--- src/rtl/ulm_pkg.sv ---
// Package: shared types and helpers for the uplink load modulator.
// Assumes: mode encoding is fixed by the top-level port definition.
package ulm_pkg;

    typedef enum logic [1:0] {
        MODE_AC_SLOW = 2'd0,
        MODE_AC_FAST = 2'd1,
        MODE_MC_SLOW = 2'd2,
        MODE_MC_FAST = 2'd3
    } ulm_mode_e;

    typedef enum logic [1:0] {
        PH_IDLE = 2'd0,
        PH_LEAD = 2'd1,
        PH_SOF  = 2'd2,
        PH_DATA = 2'd3
    } ulm_phase_e;

    // True for the two double-rate codings
    function automatic logic mode_is_fast(ulm_mode_e m);
        return (m == MODE_AC_FAST) || (m == MODE_MC_FAST);
    endfunction

    // True for the two anticollision codings
    function automatic logic mode_is_ac(ulm_mode_e m);
        return (m == MODE_AC_SLOW) || (m == MODE_AC_FAST);
    endfunction

endpackage

--- src/rtl/ulm_period_timer.sv ---
// Module: ulm_period_timer
// Counts carrier periods inside the current lead-in or symbol. It flags the
// tick that closes that span.
// Assumes: SLOW_UNIT is even; CW holds the longest span.
module ulm_period_timer
    import ulm_pkg::*;
#(
    parameter int SLOW_UNIT = 16,
    parameter int LEAD_SLOW = 20,
    parameter int LEAD_FAST = 40,
    parameter int CW        = 7
) (
    input  logic             clk,
    input  logic             rst_n,
    input  logic             restart,
    input  logic             tick,
    input  ulm_phase_e       phase,
    input  ulm_mode_e        mode,
    output logic [CW-1:0]    pcnt,
    output logic             span_end
);

    localparam int FAST_UNIT = SLOW_UNIT / 2;
    localparam logic [CW-1:0] LAST_AC_SLOW = CW'(4 * SLOW_UNIT - 1);
    localparam logic [CW-1:0] LAST_AC_FAST = CW'(4 * FAST_UNIT - 1);
    localparam logic [CW-1:0] LAST_MC_SLOW = CW'(2 * SLOW_UNIT - 1);
    localparam logic [CW-1:0] LAST_MC_FAST = CW'(2 * FAST_UNIT - 1);
    localparam logic [CW-1:0] LAST_LD_SLOW = CW'(LEAD_SLOW - 1);
    localparam logic [CW-1:0] LAST_LD_FAST = CW'(LEAD_FAST - 1);

    logic [CW-1:0] last_period;

    // Select the index of the final period for the current phase and mode
    always_comb begin
        if (phase == PH_LEAD) begin
            last_period = mode_is_fast(mode) ? LAST_LD_FAST : LAST_LD_SLOW;
        end else begin
            unique case (mode)
                MODE_AC_SLOW: last_period = LAST_AC_SLOW;
                MODE_AC_FAST: last_period = LAST_AC_FAST;
                MODE_MC_SLOW: last_period = LAST_MC_SLOW;
                default:      last_period = LAST_MC_FAST;
            endcase
        end
    end

    assign span_end = tick && (phase != PH_IDLE) && (pcnt == last_period);

    // Period counter: cleared on frame start, wraps at each span end
    always_ff @(posedge clk) begin
        if (!rst_n) begin
            pcnt <= '0;
        end else if (restart) begin
            pcnt <= '0;
        end else if (tick && (phase != PH_IDLE)) begin
            pcnt <= span_end ? '0 : pcnt + 1'b1;
        end
    end

endmodule

--- src/rtl/ulm_frame_seq.sv ---
// Module: ulm_frame_seq
// Frame sequencer. It captures the request, walks lead-in, start-of-frame and
// data, and supplies the symbol bit now being sent.
// Assumes: span_end marks the final period of the current span.
module ulm_frame_seq
    import ulm_pkg::*;
#(
    parameter int FRAME_W = 32,
    parameter int NW      = 6
) (
    input  logic               clk,
    input  logic               rst_n,
    input  logic               start,
    input  logic [1:0]         mode_in,
    input  logic               sof_long_in,
    input  logic [NW-1:0]      nbits_in,
    input  logic [FRAME_W-1:0] word_in,
    input  logic               span_end,
    output logic               accept,
    output ulm_phase_e         phase,
    output ulm_mode_e          mode_q,
    output logic               cur_bit,
    output logic               busy,
    output logic               done
);

    localparam logic [NW-1:0] MAX_BITS = NW'(FRAME_W);

    logic               sof_long_q;
    logic [1:0]         sof_idx;
    logic [NW-1:0]      bits_q;
    logic [NW-1:0]      bit_idx;
    logic [FRAME_W-1:0] shreg;
    logic [NW-1:0]      n_eff;
    logic               sof_last;
    logic               data_last;

    assign accept    = start && (phase == PH_IDLE);
    assign busy      = (phase != PH_IDLE);
    assign n_eff     = (nbits_in > MAX_BITS) ? MAX_BITS : nbits_in;
    assign sof_last  = (sof_idx == (sof_long_q ? 2'd3 : 2'd2));
    assign data_last = (bit_idx == bits_q - 1'b1);

    // Bit of the symbol in progress: the fourth start-of-frame symbol is zero
    always_comb begin
        unique case (phase)
            PH_SOF:  cur_bit = !(sof_long_q && (sof_idx == 2'd3));
            PH_DATA: cur_bit = shreg[FRAME_W-1];
            default: cur_bit = 1'b1;
        endcase
    end

    // Phase walk, request capture and completion pulse
    always_ff @(posedge clk) begin
        if (!rst_n) begin
            phase      <= PH_IDLE;
            mode_q     <= MODE_AC_SLOW;
            sof_long_q <= 1'b0;
            sof_idx    <= '0;
            bits_q     <= '0;
            bit_idx    <= '0;
            shreg      <= '0;
            done       <= 1'b0;
        end else begin
            done <= 1'b0;
            if (accept) begin
                phase      <= PH_LEAD;
                mode_q     <= ulm_mode_e'(mode_in);
                sof_long_q <= sof_long_in;
                bits_q     <= n_eff;
                shreg      <= word_in;
                sof_idx    <= '0;
                bit_idx    <= '0;
            end else if (span_end) begin
                unique case (phase)
                    PH_LEAD: begin
                        phase   <= PH_SOF;
                        sof_idx <= '0;
                    end
                    PH_SOF: begin
                        if (!sof_last) begin
                            sof_idx <= sof_idx + 1'b1;
                        end else if (bits_q == '0) begin
                            phase <= PH_IDLE;
                            done  <= 1'b1;
                        end else begin
                            phase   <= PH_DATA;
                            bit_idx <= '0;
                        end
                    end
                    PH_DATA: begin
                        if (data_last) begin
                            phase <= PH_IDLE;
                            done  <= 1'b1;
                        end else begin
                            bit_idx <= bit_idx + 1'b1;
                            shreg   <= {shreg[FRAME_W-2:0], 1'b0};
                        end
                    end
                    default: phase <= PH_IDLE;
                endcase
            end
        end
    end

endmodule

--- src/rtl/ulm_wave_shaper.sv ---
// Module: ulm_wave_shaper
// Maps phase, coding, bit and period index to the line level.
// Assumes: pcnt stays inside the current span.
module ulm_wave_shaper
    import ulm_pkg::*;
#(
    parameter int SLOW_UNIT = 16,
    parameter int CW        = 7
) (
    input  ulm_phase_e    phase,
    input  ulm_mode_e     mode,
    input  logic          sym_bit,
    input  logic [CW-1:0] pcnt,
    output logic          level
);

    localparam logic [CW-1:0] U1_SLOW = CW'(SLOW_UNIT);
    localparam logic [CW-1:0] U2_SLOW = CW'(2 * SLOW_UNIT);
    localparam logic [CW-1:0] U3_SLOW = CW'(3 * SLOW_UNIT);
    localparam logic [CW-1:0] U1_FAST = CW'(SLOW_UNIT / 2);
    localparam logic [CW-1:0] U2_FAST = CW'(SLOW_UNIT);
    localparam logic [CW-1:0] U3_FAST = CW'(3 * (SLOW_UNIT / 2));

    logic [CW-1:0] u1, u2, u3;
    logic          ac_level, mc_level;

    // Edge positions for the selected rate
    always_comb begin
        if (mode_is_fast(mode)) begin
            u1 = U1_FAST; u2 = U2_FAST; u3 = U3_FAST;
        end else begin
            u1 = U1_SLOW; u2 = U2_SLOW; u3 = U3_SLOW;
        end
    end

    // Symbol levels for both coding families
    always_comb begin
        ac_level = sym_bit ? ((pcnt < u1) || ((pcnt >= u2) && (pcnt < u3)))
                           : (pcnt < u2);
        mc_level = sym_bit ? (pcnt < u1) : (pcnt >= u1);
    end

    // Final level by phase
    always_comb begin
        unique case (phase)
            PH_IDLE: level = 1'b0;
            PH_LEAD: level = 1'b1;
            default: level = mode_is_ac(mode) ? ac_level : mc_level;
        endcase
    end

endmodule

--- src/rtl/uplink_load_modulator.sv ---
// Module: uplink_load_modulator (top)
// Emits lead-in, start-of-frame and MSB-first data on one load-modulation
// line, in one of four codings, paced by a carrier-period tick.
// Assumes: carrier_tick is a single-cycle pulse; SLOW_UNIT is even.
module uplink_load_modulator
    import ulm_pkg::*;
#(
    parameter int FRAME_W   = 32,
    parameter int SLOW_UNIT = 16,
    parameter int LEAD_SLOW = 20,
    parameter int LEAD_FAST = 40
) (
    input  logic                         clk,
    input  logic                         rst_n,
    input  logic                         carrier_tick,
    input  logic                         start,
    input  logic [1:0]                   mode,
    input  logic                         sof_long,
    input  logic [$clog2(FRAME_W+1)-1:0] bit_count,
    input  logic [FRAME_W-1:0]           frame_word,
    output logic                         mod_out,
    output logic                         busy,
    output logic                         done
);

    localparam int NW       = $clog2(FRAME_W + 1);
    localparam int SPAN_A   = (4 * SLOW_UNIT > LEAD_FAST) ? 4 * SLOW_UNIT : LEAD_FAST;
    localparam int SPAN_MAX = (SPAN_A > LEAD_SLOW) ? SPAN_A : LEAD_SLOW;
    localparam int CW       = $clog2(SPAN_MAX + 1);

    logic          accept_w;
    logic          span_end_w;
    logic          bit_w;
    logic [CW-1:0] pcnt_w;
    ulm_phase_e    phase_w;
    ulm_mode_e     mode_w;

    ulm_frame_seq #(.FRAME_W(FRAME_W), .NW(NW)) u_seq (
        .clk         (clk),
        .rst_n       (rst_n),
        .start       (start),
        .mode_in     (mode),
        .sof_long_in (sof_long),
        .nbits_in    (bit_count),
        .word_in     (frame_word),
        .span_end    (span_end_w),
        .accept      (accept_w),
        .phase       (phase_w),
        .mode_q      (mode_w),
        .cur_bit     (bit_w),
        .busy        (busy),
        .done        (done)
    );

    ulm_period_timer #(
        .SLOW_UNIT (SLOW_UNIT),
        .LEAD_SLOW (LEAD_SLOW),
        .LEAD_FAST (LEAD_FAST),
        .CW        (CW)
    ) u_timer (
        .clk      (clk),
        .rst_n    (rst_n),
        .restart  (accept_w),
        .tick     (carrier_tick),
        .phase    (phase_w),
        .mode     (mode_w),
        .pcnt     (pcnt_w),
        .span_end (span_end_w)
    );

    ulm_wave_shaper #(.SLOW_UNIT(SLOW_UNIT), .CW(CW)) u_shape (
        .phase   (phase_w),
        .mode    (mode_w),
        .sym_bit (bit_w),
        .pcnt    (pcnt_w),
        .level   (mod_out)
    );

endmodule

--- config.mk ---
export PLATFORM = sky130hd
export DESIGN_NAME = uplink_load_modulator
export DESIGN_NICKNAME = d
export VERILOG_FILES = /design/src/rtl/ulm_pkg.sv /design/src/rtl/ulm_period_timer.sv /design/src/rtl/ulm_frame_seq.sv /design/src/rtl/ulm_wave_shaper.sv /design/src/rtl/uplink_load_modulator.sv
export SDC_FILE = /design/constraint.sdc
export NUM_CORES = 1
export LEC_CHECK = 0
export ABC_AREA = 1
export BUFFER_PORTS_ARGS = -buffer_cell sky130_fd_sc_hd__buf_2
export CORE_MARGIN = 2
export CORE_UTILIZATION = 30
export DETAILED_ROUTE_END_ITERATION = 8
export HOLD_SLACK_MARGIN = 0.1
export PLACE_DENSITY = 0.59
export SYNTH_ARGS = -nofsm -noshare
export SYNTH_HDL_FRONTEND = slang
export SYNTH_SLANG_ARGS = --single-unit
--- constraint.sdc ---
create_clock -name clk -period 2.4 [get_ports clk]
set_input_delay 0.24 -clock clk [delete_from_list [all_inputs] [get_ports clk]]
set_output_delay 0.24 -clock clk [all_outputs]
set_load 0.02 [all_outputs]
[After elaboration in Yosys (flattened, before gate mapping)]
Cells that the tools add are included.
Storage, ports and cells
  bits in registers: 59
  input port bits: 45
  output and inout port bits: 3
  word-level logic and storage cells: 99
Cells by class
  add/sub/neg operators: 4
  $lt $le $gt $ge: 6
  eq/ne operators: 18
  muxes and demuxes: 34
  bitwise operators: 2
  reduce and logical (&&, ||, !) cells: 25
Operators by type and width (count)
  32-bit 2-to-1 mux: 4
  6-bit 2-to-1 mux: 7
  6-bit case mux with 2 select lines: 2
  7-bit by 6-bit < comparator with 1-bit output: 2
  7-bit 2-to-1 mux: 2
  3-bit AND reduction: 4
  2-bit == test, second input constant: 5
  2-bit nonzero test: 5
  1-bit 2-to-1 mux: 9
  2-bit 2-to-1 mux: 4
  2-bit != test, second input constant: 4
  7-bit by 1-bit adder with 7-bit output, second input constant: 1
  7-bit == test: 1
  7-bit by 5-bit >= comparator with 1-bit output: 1
  7-bit by 6-bit >= comparator with 1-bit output: 1
  7-bit by 5-bit < comparator with 1-bit output: 1
  6-bit by 1-bit adder with 6-bit output, second input constant: 1
  6-bit == test: 1
  6-bit greater-than comparator, second input constant: 1
  6-bit zero test: 1
  3-bit by 2-bit != test with 1-bit output, second input constant: 2
  1-bit case mux with 2 select lines: 3
  2-bit case mux with 3 select lines: 1
  6-bit by 1-bit subtractor with 6-bit output, second input constant: 1
  14 further kinds: 25

[Logic depth before layout (Yosys ltp)]
Gate-level depths: netlist (run 1).
  depth after elaboration: 9
  depth in mapped cells: 15
  depth with buffers taken out: 15

[Cells and area by module]
From an unflattened synthesis (run 1), not the netlist that was laid out.
Unflattened totals
  cells, all modules: 525
  area, all modules: 3719.8 µm²
By module, submodules not included
  ulm_frame_seq: instances 1, cells an instance 407, area each 3004.1 µm², sequential area each 1041.0 µm²
  ulm_period_timer: instances 1, cells an instance 76, area each 485.5 µm², sequential area each 140.1 µm²
  ulm_wave_shaper: instances 1, cells an instance 42, area each 230.2 µm², sequential area each 0.0 µm²

[Worst setup path after synthesis (run 1)]
OpenSTA, ideal clock, no wires.
  kind: register to register
  start point: reg u_seq.phase[0]
  end point: reg u_seq.bit_idx[0]
  setup time: 116 ps
  arrival: 1887 ps
  data required time: 2284 ps
  setup slack: 398 ps
  stages on the path, launching flop included: 13
  buffers on the path: 0
  period minus slack after synthesis: 2002 ps
  cells stage by stage: dfxtp_1 > inv_1 > ha_1 > inv_1 > nand2_1 > nor2_1 > nand3_1 > nor2_2 > nand3b_1 > nor2_1 > nand2_1 > o21ai_0 > nor2_1
Between the ends
  elaborated cells between the ends (all ways): 17
  classes of those cells: eq/ne (7); mux (2); reduce/logical (8)
RTL lines
  from (decl): RTL line ulm_frame_seq.sv:20  | output ulm_phase_e phase,
  from (signal assigned): RTL line ulm_frame_seq.sv:56  | phase <= PH_IDLE;
  from (signal assigned): RTL line ulm_frame_seq.sv:67  | phase <= PH_LEAD;
  from (signal assigned): RTL line ulm_frame_seq.sv:77  | phase <= PH_SOF;
  2-bit nonzero test
  net busy: RTL line uplink_load_modulator.sv:22  | output logic busy,
  1-bit logical AND (2 in a row): RTL line ulm_period_timer.sv:47  | assign span_end = tick && (phase != PH_IDLE) && (pcnt == last_period);
  5-bit AND reduction (no line)
  to (signal assigned): RTL line ulm_frame_seq.sv:96  | bit_idx <= bit_idx + 1'b1;
  to (decl): RTL line ulm_frame_seq.sv:32  | logic [NW-1:0] bit_idx;
The timed path passes the listed nets, and every way through them passes these cells.
A chain may end at the register's enable or synchronous reset.

[Worst setup path after layout (run 1)]
  start point: reg u_seq.phase[0]
  end point: out mod_out
Between the ends
  word-level cells in the longest chain between the ends: 5
  elaborated cells between the ends (all ways): 9
  classes of those cells: eq/ne (3); mux (5); reduce/logical (1)
RTL lines
  2-bit == test: RTL line ulm_frame_seq.sv:46  | unique case (phase)
  1-bit case mux with 2 select lines: RTL line ulm_frame_seq.sv:46
  1-bit 2-to-1 mux (on tied branches): RTL line ulm_wave_shaper.sv:40, ulm_wave_shaper.sv:38
  1-bit 2-to-1 mux: RTL line ulm_wave_shaper.sv:48  | default: level = mode_is_ac(mode) ? ac_level : mc_level;
  1-bit case mux with 2 select lines (*): RTL line ulm_wave_shaper.sv:45  | unique case (phase)
  to (decl): RTL line uplink_load_modulator.sv:21  | output logic mod_out,
Mark *: on every way between the ends. The rest lies on a longest branch, timed or not.

==> results.yml, run 1 <==
cts:
  cts_hold_buf: 0
  numCtsBuffers: 9
  clock_latency_ns: 0.33
  cts_setup_buffers: 0
  path_clk_slew_ns: 0.05
  max-clock-path-buffers: 2
  ctsHtreeMaxLevel: 3
  cts-root-buf: "clkbuf_16"
  post_cts_resized: 0
  cts_tree: "done"
  clock_sinks: 59
pwr:
  cellPowerDensity_nw_per_um2: 646
  ir_drop_mv: 0.384
  seqPwrFrac: 0.391
  power_frac_clock: 0.470
  intPower_mw: 2.01
  total_power_mw: 2.71
  p_sw_mw: 0.702
  p_leak_nw: 1.98
  comb_power_share: 0.139
  switching_share: 0.259
flow_run:
  drv_cap: 0
place:
  dp_hpwl_um: 6070
  pre_cts_ws_ns: 0.0993
  routabilityCongestion: 0.820
  numPortBuffers: 47
  dpl_cell_area_sq_um: 3880
  placedCellCount: 695
setup_path:
  cp_max_fo: 8
  crit_slowest_cell: "dfxtp_2"
  cp-start-kind: "flop"
  crit_family: "compound AO/OA/AOI/OAI gates"
  cp_data_arrival_time_ns: 2.01
  rrSetupSlack_ns: 0.27
  cp.required_ns: 2.16
  crit_buf_inv: 3
  slowest_delay_ns: 0.35
  crit_path_end_kind: "output port"
  crit_type: "reg2out"
  cp_cell_sequence: "inv_1 -> ha_1 -> nor2_1 -> a21oi_1 -> o2111ai_1 -> nand3_1 -> o21ai_0 -> inv_1 -> buf_2"
  crit_top_cell: "inv_1"
global_routing:
  antenna_found_initial: 0
  grt_pass1_vias: 3250
  grt_max_degree: 34
  grt_util_met1: 0.179
  grt_pass1_wl_um: 14500
  gr-usage-met2: 0.226
  gr-total-overflow: 0
  top_usage_layer: "met2"
  grtUsageMet3: 0.0316
  track_usage: 0.139
sta:
  max_freq_ghz: 0.444
  setup_viol: 0
  hold_slack_ns: 0.120
  setup_tns_ns: 0
  min_period_ns: 2.25
  rsz0062_at_grt: "no"
  fin_crit_sh: 0.939
  hold_violations: 0
  slew_viol_final: 0
  finalClockSkew_ns: 0.00397
  worst_pin_slew_ns: 0.527
  slew_headroom: 0.647
  fin_ws_ns: 0.146
drt:
  drt-wirelength-per-cell_um: 12.0
  drtIter0Drc: 173
  antenna_left: 0
  dr.pass1.iters: 4
  vias_per_cell: 4.81
  drc_errors: 0
  wl_um: 8540
  vias: 3417
synthesis:
  synth_edf_count: 0
  avgSynthCellArea_sq_um: 6.75
  syn_nets: 576
  seq_area_frac_synth: 0.338
  synth_top_area_frac: 0.338
  synth.most_common_cell: "nand2_1"
  netlist_top_cells_count: "111 x nand2_1, 98 x nor2_1, 59 x dfxtp_1, 58 x inv_1, 36 x nand4_1"
  synth_ff_type: "dfxtp_1"
  synthArstFlopShare: 0
  syn_inst: 518
  synthesis.area_sq_um: 3490
  synthTopCellsByArea: "dfxtp_1 34%, nand2_1 12%, nor2_1 11%"
  yosysWarnings: 0
  ys_seq_elements: 59
  synthDistinctLibCells: 32
  synth_area_leader_cell: "dfxtp_1"
status:
  status: "finished clean"
finish:
  instances_no_fill: 711
  layout-drive-gt1-share: 0.153
  final_util: 0.369
  fin_nets: 621
  diodes: 0
  final_area_sq_um: 4190
  area_growth_pct: 20.0
floorplanning:
  start_util: 0.307
  core_sq_um: 11400
  fp.dieH_um: 112
  num_io_pins: 48
  rows: 39
  die_area_sq_um: 12500
  die_x_um: 112
worst_hold_path:
  hold_class: "in2reg"
[path summary, 6_finish.rpt]
path                   from                to  cells after the start
max          u_seq.phase[0]           mod_out                      9
min reg2reg  u_seq.shreg[6]    u_seq.shreg[6]                      2
min                 mode[1]   u_seq.mode_q[1]                      3
max reg2reg  u_seq.phase[0]  u_seq.bit_idx[0]                     12
[power groups by stage]
stage / Clock, mW / Sequential (mW) / Combinational, mW
finish: 1.27 / 1.06 / 0.377
floorplan: 0 / 1.07 / 0.276
global placement: 0 / 1.08 / 0.370
CTS: 1.29 / 1.06 / 0.379
global route: 1.34 / 1.06 / 0.433
detailed placement: 0 / 1.08 / 0.377
[area by class of cell]
| class | instances | area, sq um |
|---|---|---|
| inverter | 60 | 228 |
| fill | 1187 | 7180 |
| timing repair buffer | 55 | 308 |
| clock buffer | 11 | 243 |
| clock inverter | 5 | 52.6 |
| multi-input combinational | 378 | 2000 |
| tap | 143 | 179 |
| sequential | 59 | 1190 |
[state kept, by name, summed over array words and instances, names as in the netlist]
register	cells
u_seq.phase	2
u_seq.shreg	32
u_seq.sof_idx	2
u_seq.sof_long_q	1
u_seq.done	1
u_seq.bits_q	6
u_seq.bit_idx	6
u_timer.pcnt	7
u_seq.mode_q	2
[worst reg2reg max path: cells and delay by family, from the launching register on]
| family | cells | cell delay, ns |
|---|---|---|
| buffers and inverters | 2 | 0.16 |
| AO/OA/AOI/OAI | 1 | 0.17 |
| adder cells (fa/ha/maj) | 1 | 0.24 |
| flip-flops | 1 | 0.37 |
| AND/OR/NAND/NOR | 8 | 1.08 |
[cells by family after synthesis]
logic type / after synthesis / synth area share
and+or+nand+nor: 295 / 0.368
buffers and inverters: 81 / 0.0934
DFF: 59 / 0.338
AOI/OAI and AO/OA: 37 / 0.0605
muxes: 30 / 0.0859
adders and majority gates: 13 / 0.0465
xor gates and xnor gates: 3 / 0.00752
[per-layer routing]
metal	wire length, um	vias up
met5	0	-
met4	163	0
met3	396	14
met2	3870	74
met1	4110	1540
li1	-	1789
[placed cells by master, fill, tap and decap left out, drive strengths merged, types with 2 or more instances in the layout]
cell / synthesis / routed
a211oi: 2 / 2
a21oi: 11 / 11
buf: 13 / 55
clkbuf: 8 / 11
clkinv: 0 / 3
dfxtp: 59 / 59
ha: 13 / 13
inv: 60 / 60
mux2i: 30 / 30
nand2: 112 / 112
nand3: 36 / 36
nand4: 36 / 36
nor2: 100 / 100
nor3: 3 / 3
nor4: 3 / 3
o211ai: 2 / 2
o21ai: 14 / 14
o22ai: 3 / 3
o31ai: 2 / 2
or2: 2 / 2
xor2: 3 / 3
Note: power is estimated with default switching activity, not from simulation.
==> run 2: changes to the inputs <==
==> constraint.sdc (replaced) <==
create_clock -name clk -period 2.11 [get_ports clk]
set_input_delay 0.211 -clock clk [delete_from_list [all_inputs] [get_ports clk]]
set_output_delay 0.211 -clock clk [all_outputs]
set_load 0.02 [all_outputs]
==> run 2 against run 1 <==
Effect of this change: flip-flop and latch count unchanged; power grew 23%; non-clock buffer count grew 18; critical path depth stayed put; die area unchanged.
==> results.yml, run 2 (same netlist as run 1, synthesis figures left out) <==
worst_hold_path:
  hold_path_startpoint: "bit_count[3]"
  hold_class: "in2reg"
  hold_depth: 3
finish:
  top_regs: "u_seq.shreg (32), u_timer.pcnt (7)"
  instances_no_fill: 729
  layout-drive-gt1-share: 0.220
  largest_reg_flops: 32
  layout_common_cells: "109 x nand2_1, 91 x nor2_1, 53 x inv_1, 53 x dfxtp_1, 46 x buf_2"
  nFillCells: 1175
  final_common_cell: "nand2_1"
  diodes: 0
  fin_nets: 639
  area_growth_pct: 29.5
  final_util: 0.398
  max_flop_register: "u_seq.shreg"
drt:
  wl_met1_um: 4190
  drt-wirelength-per-cell_um: 12.4
  met3_length_um: 393
  highest_layer: "met4"
  antenna_left: 0
  wl_um: 9050
  dr.pass1.iters: 4
  drtIter0Drc: 171
  drc_errors: 0
  vias: 3547
  wl_met2_um: 4390
  vias_per_cell: 4.87
cts:
  clock_sinks: 59
  path_clk_slew_ns: 0.06
  cts-root-buf: "clkbuf_16"
  max-clock-path-buffers: 2
  clock_latency_ns: 0.32
  numCtsBuffers: 9
  cts_tree: "done"
  ctsHtreeMaxLevel: 3
setup_path:
  reg2reg_from: "u_seq.phase[0]"
  cp_data_arrival_time_ns: 1.81
  crit_path_end_kind: "output port"
  ff2ff_path_depth: 12
  crit_type: "reg2out"
  cp_max_fo: 8
  rrSetupSlack_ns: 0.14
  critPathLaunch: "u_seq.mode_q[0]"
  cp-start-kind: "flop"
  cp.required_ns: 1.90
floorplanning:
  start_util: 0.307
  num_io_pins: 48
  die_area_sq_um: 12500
  rows: 39
  core_sq_um: 11400
  fp.dieH_um: 112
  die_x_um: 112
sta:
  slew_viol_final: 0
  rsz0062_at_grt: "yes"
  hold_slack_ns: 0.155
  min_period_ns: 2.02
  fin_crit_sh: 0.958
  max_freq_ghz: 0.495
  slew_headroom: 0.700
  finalClockSkew_ns: 0.00545
  setup_viol: 0
  worst_pin_slew_ns: 0.446
  hold_violations: 0
status:
  status: "finished clean"
place:
  dp_hpwl_um: 6340
  numPortBuffers: 47
  placedCellCount: 704
  routabilityCongestion: 0.807
global_routing:
  gr-total-overflow: 0
  grt_pass1_wl_um: 15300
  antenna_found_initial: 0
  grt_max_degree: 34
  grt_pass1_vias: 3349
  track_usage: 0.145
flow_run:
  drv_cap: 0
pwr:
  cellPowerDensity_nw_per_um2: 738
  p_leak_nw: 2.10
  ir_drop_mv: 0.495
-- run 2: path summary, 6_finish.rpt --
check / to
worst max-delay path: mod_out
worst min register to register: u_timer.pcnt[0]
worst min-delay path: u_seq.bits_q[3]
worst max register to register: u_seq.bit_idx[5]
-- run 2: repair_timing --
item / CTS / global route
pin swaps: 2 / 14
endpoints found under the setup margin: 4 / 39
hold buffers: 3 / 0
endpoints found under the hold margin: 3 / 0
buffers inserted: 1 / 5
resized for setup: 12 / 37
-- run 2: metrics by stage --
| step | setup TNS (ns) | setup WS [ns] | instance area (sq um) | power [mW] |
|---|---|---|---|---|
| 6_report | 0 | 0.0882 | 4530 | 3.34 |
| 3_3_place_gp | 0 | 0.0612 | 3950 | 1.66 |
| 5_1_grt | -0.138 | -0.0283 | 4530 | 3.51 |
| 4_1_cts | 0 | 0.00252 | 4360 | 3.37 |
| 3_5_place_dp | 0 | 0.0170 | 3950 | 1.67 |
| 2_1_floorplan | 0 | 0.108 | 3490 | 1.53 |
-- run 2: worst max-delay path, stage by stage, from the launching register on --
cell      delay, ns
dfxtp_4        0.38
ha_4           0.26
o211ai_1       0.22
buf_4          0.16
o31ai_4        0.06
nand2_1        0.09
nand3_2        0.07
o21ai_2        0.07
inv_1          0.06
buf_6          0.12
-- run 2: cell type report --
cell class | instances | area [sq um] | area share
clock inverters | 7 | 116 | 0.0257
repair buffers | 73 | 464 | 0.103
inverters | 60 | 225 | 0.0498
flip-flops and latches | 59 | 1190 | 0.264
well taps | 143 | 179 | 0.0395
multi-input cells | 378 | 2120 | 0.469
clock buffers | 9 | 225 | 0.0498
-- run 2: power breakdown --
part / internal, mW / leakage (nW) / switching (mW)
Clock: 1.15 / 0.165 / 0.519
Combinational: 0.201 / 1.45 / 0.267
Sequential: 1.17 / 0.484 / 0.0349
Total: 2.52 / 2.10 / 0.821
-- run 2: layer usage --
| layer | global-route usage | vias up |
|---|---|---|
| li1 | - | 1833 |
| met1 | 0.188 | 1639 |
| met2 | 0.240 | 67 |
| met3 | 0.0365 | 8 |
| met4 | 0.0407 | 0 |
| met5 | 0 | - |
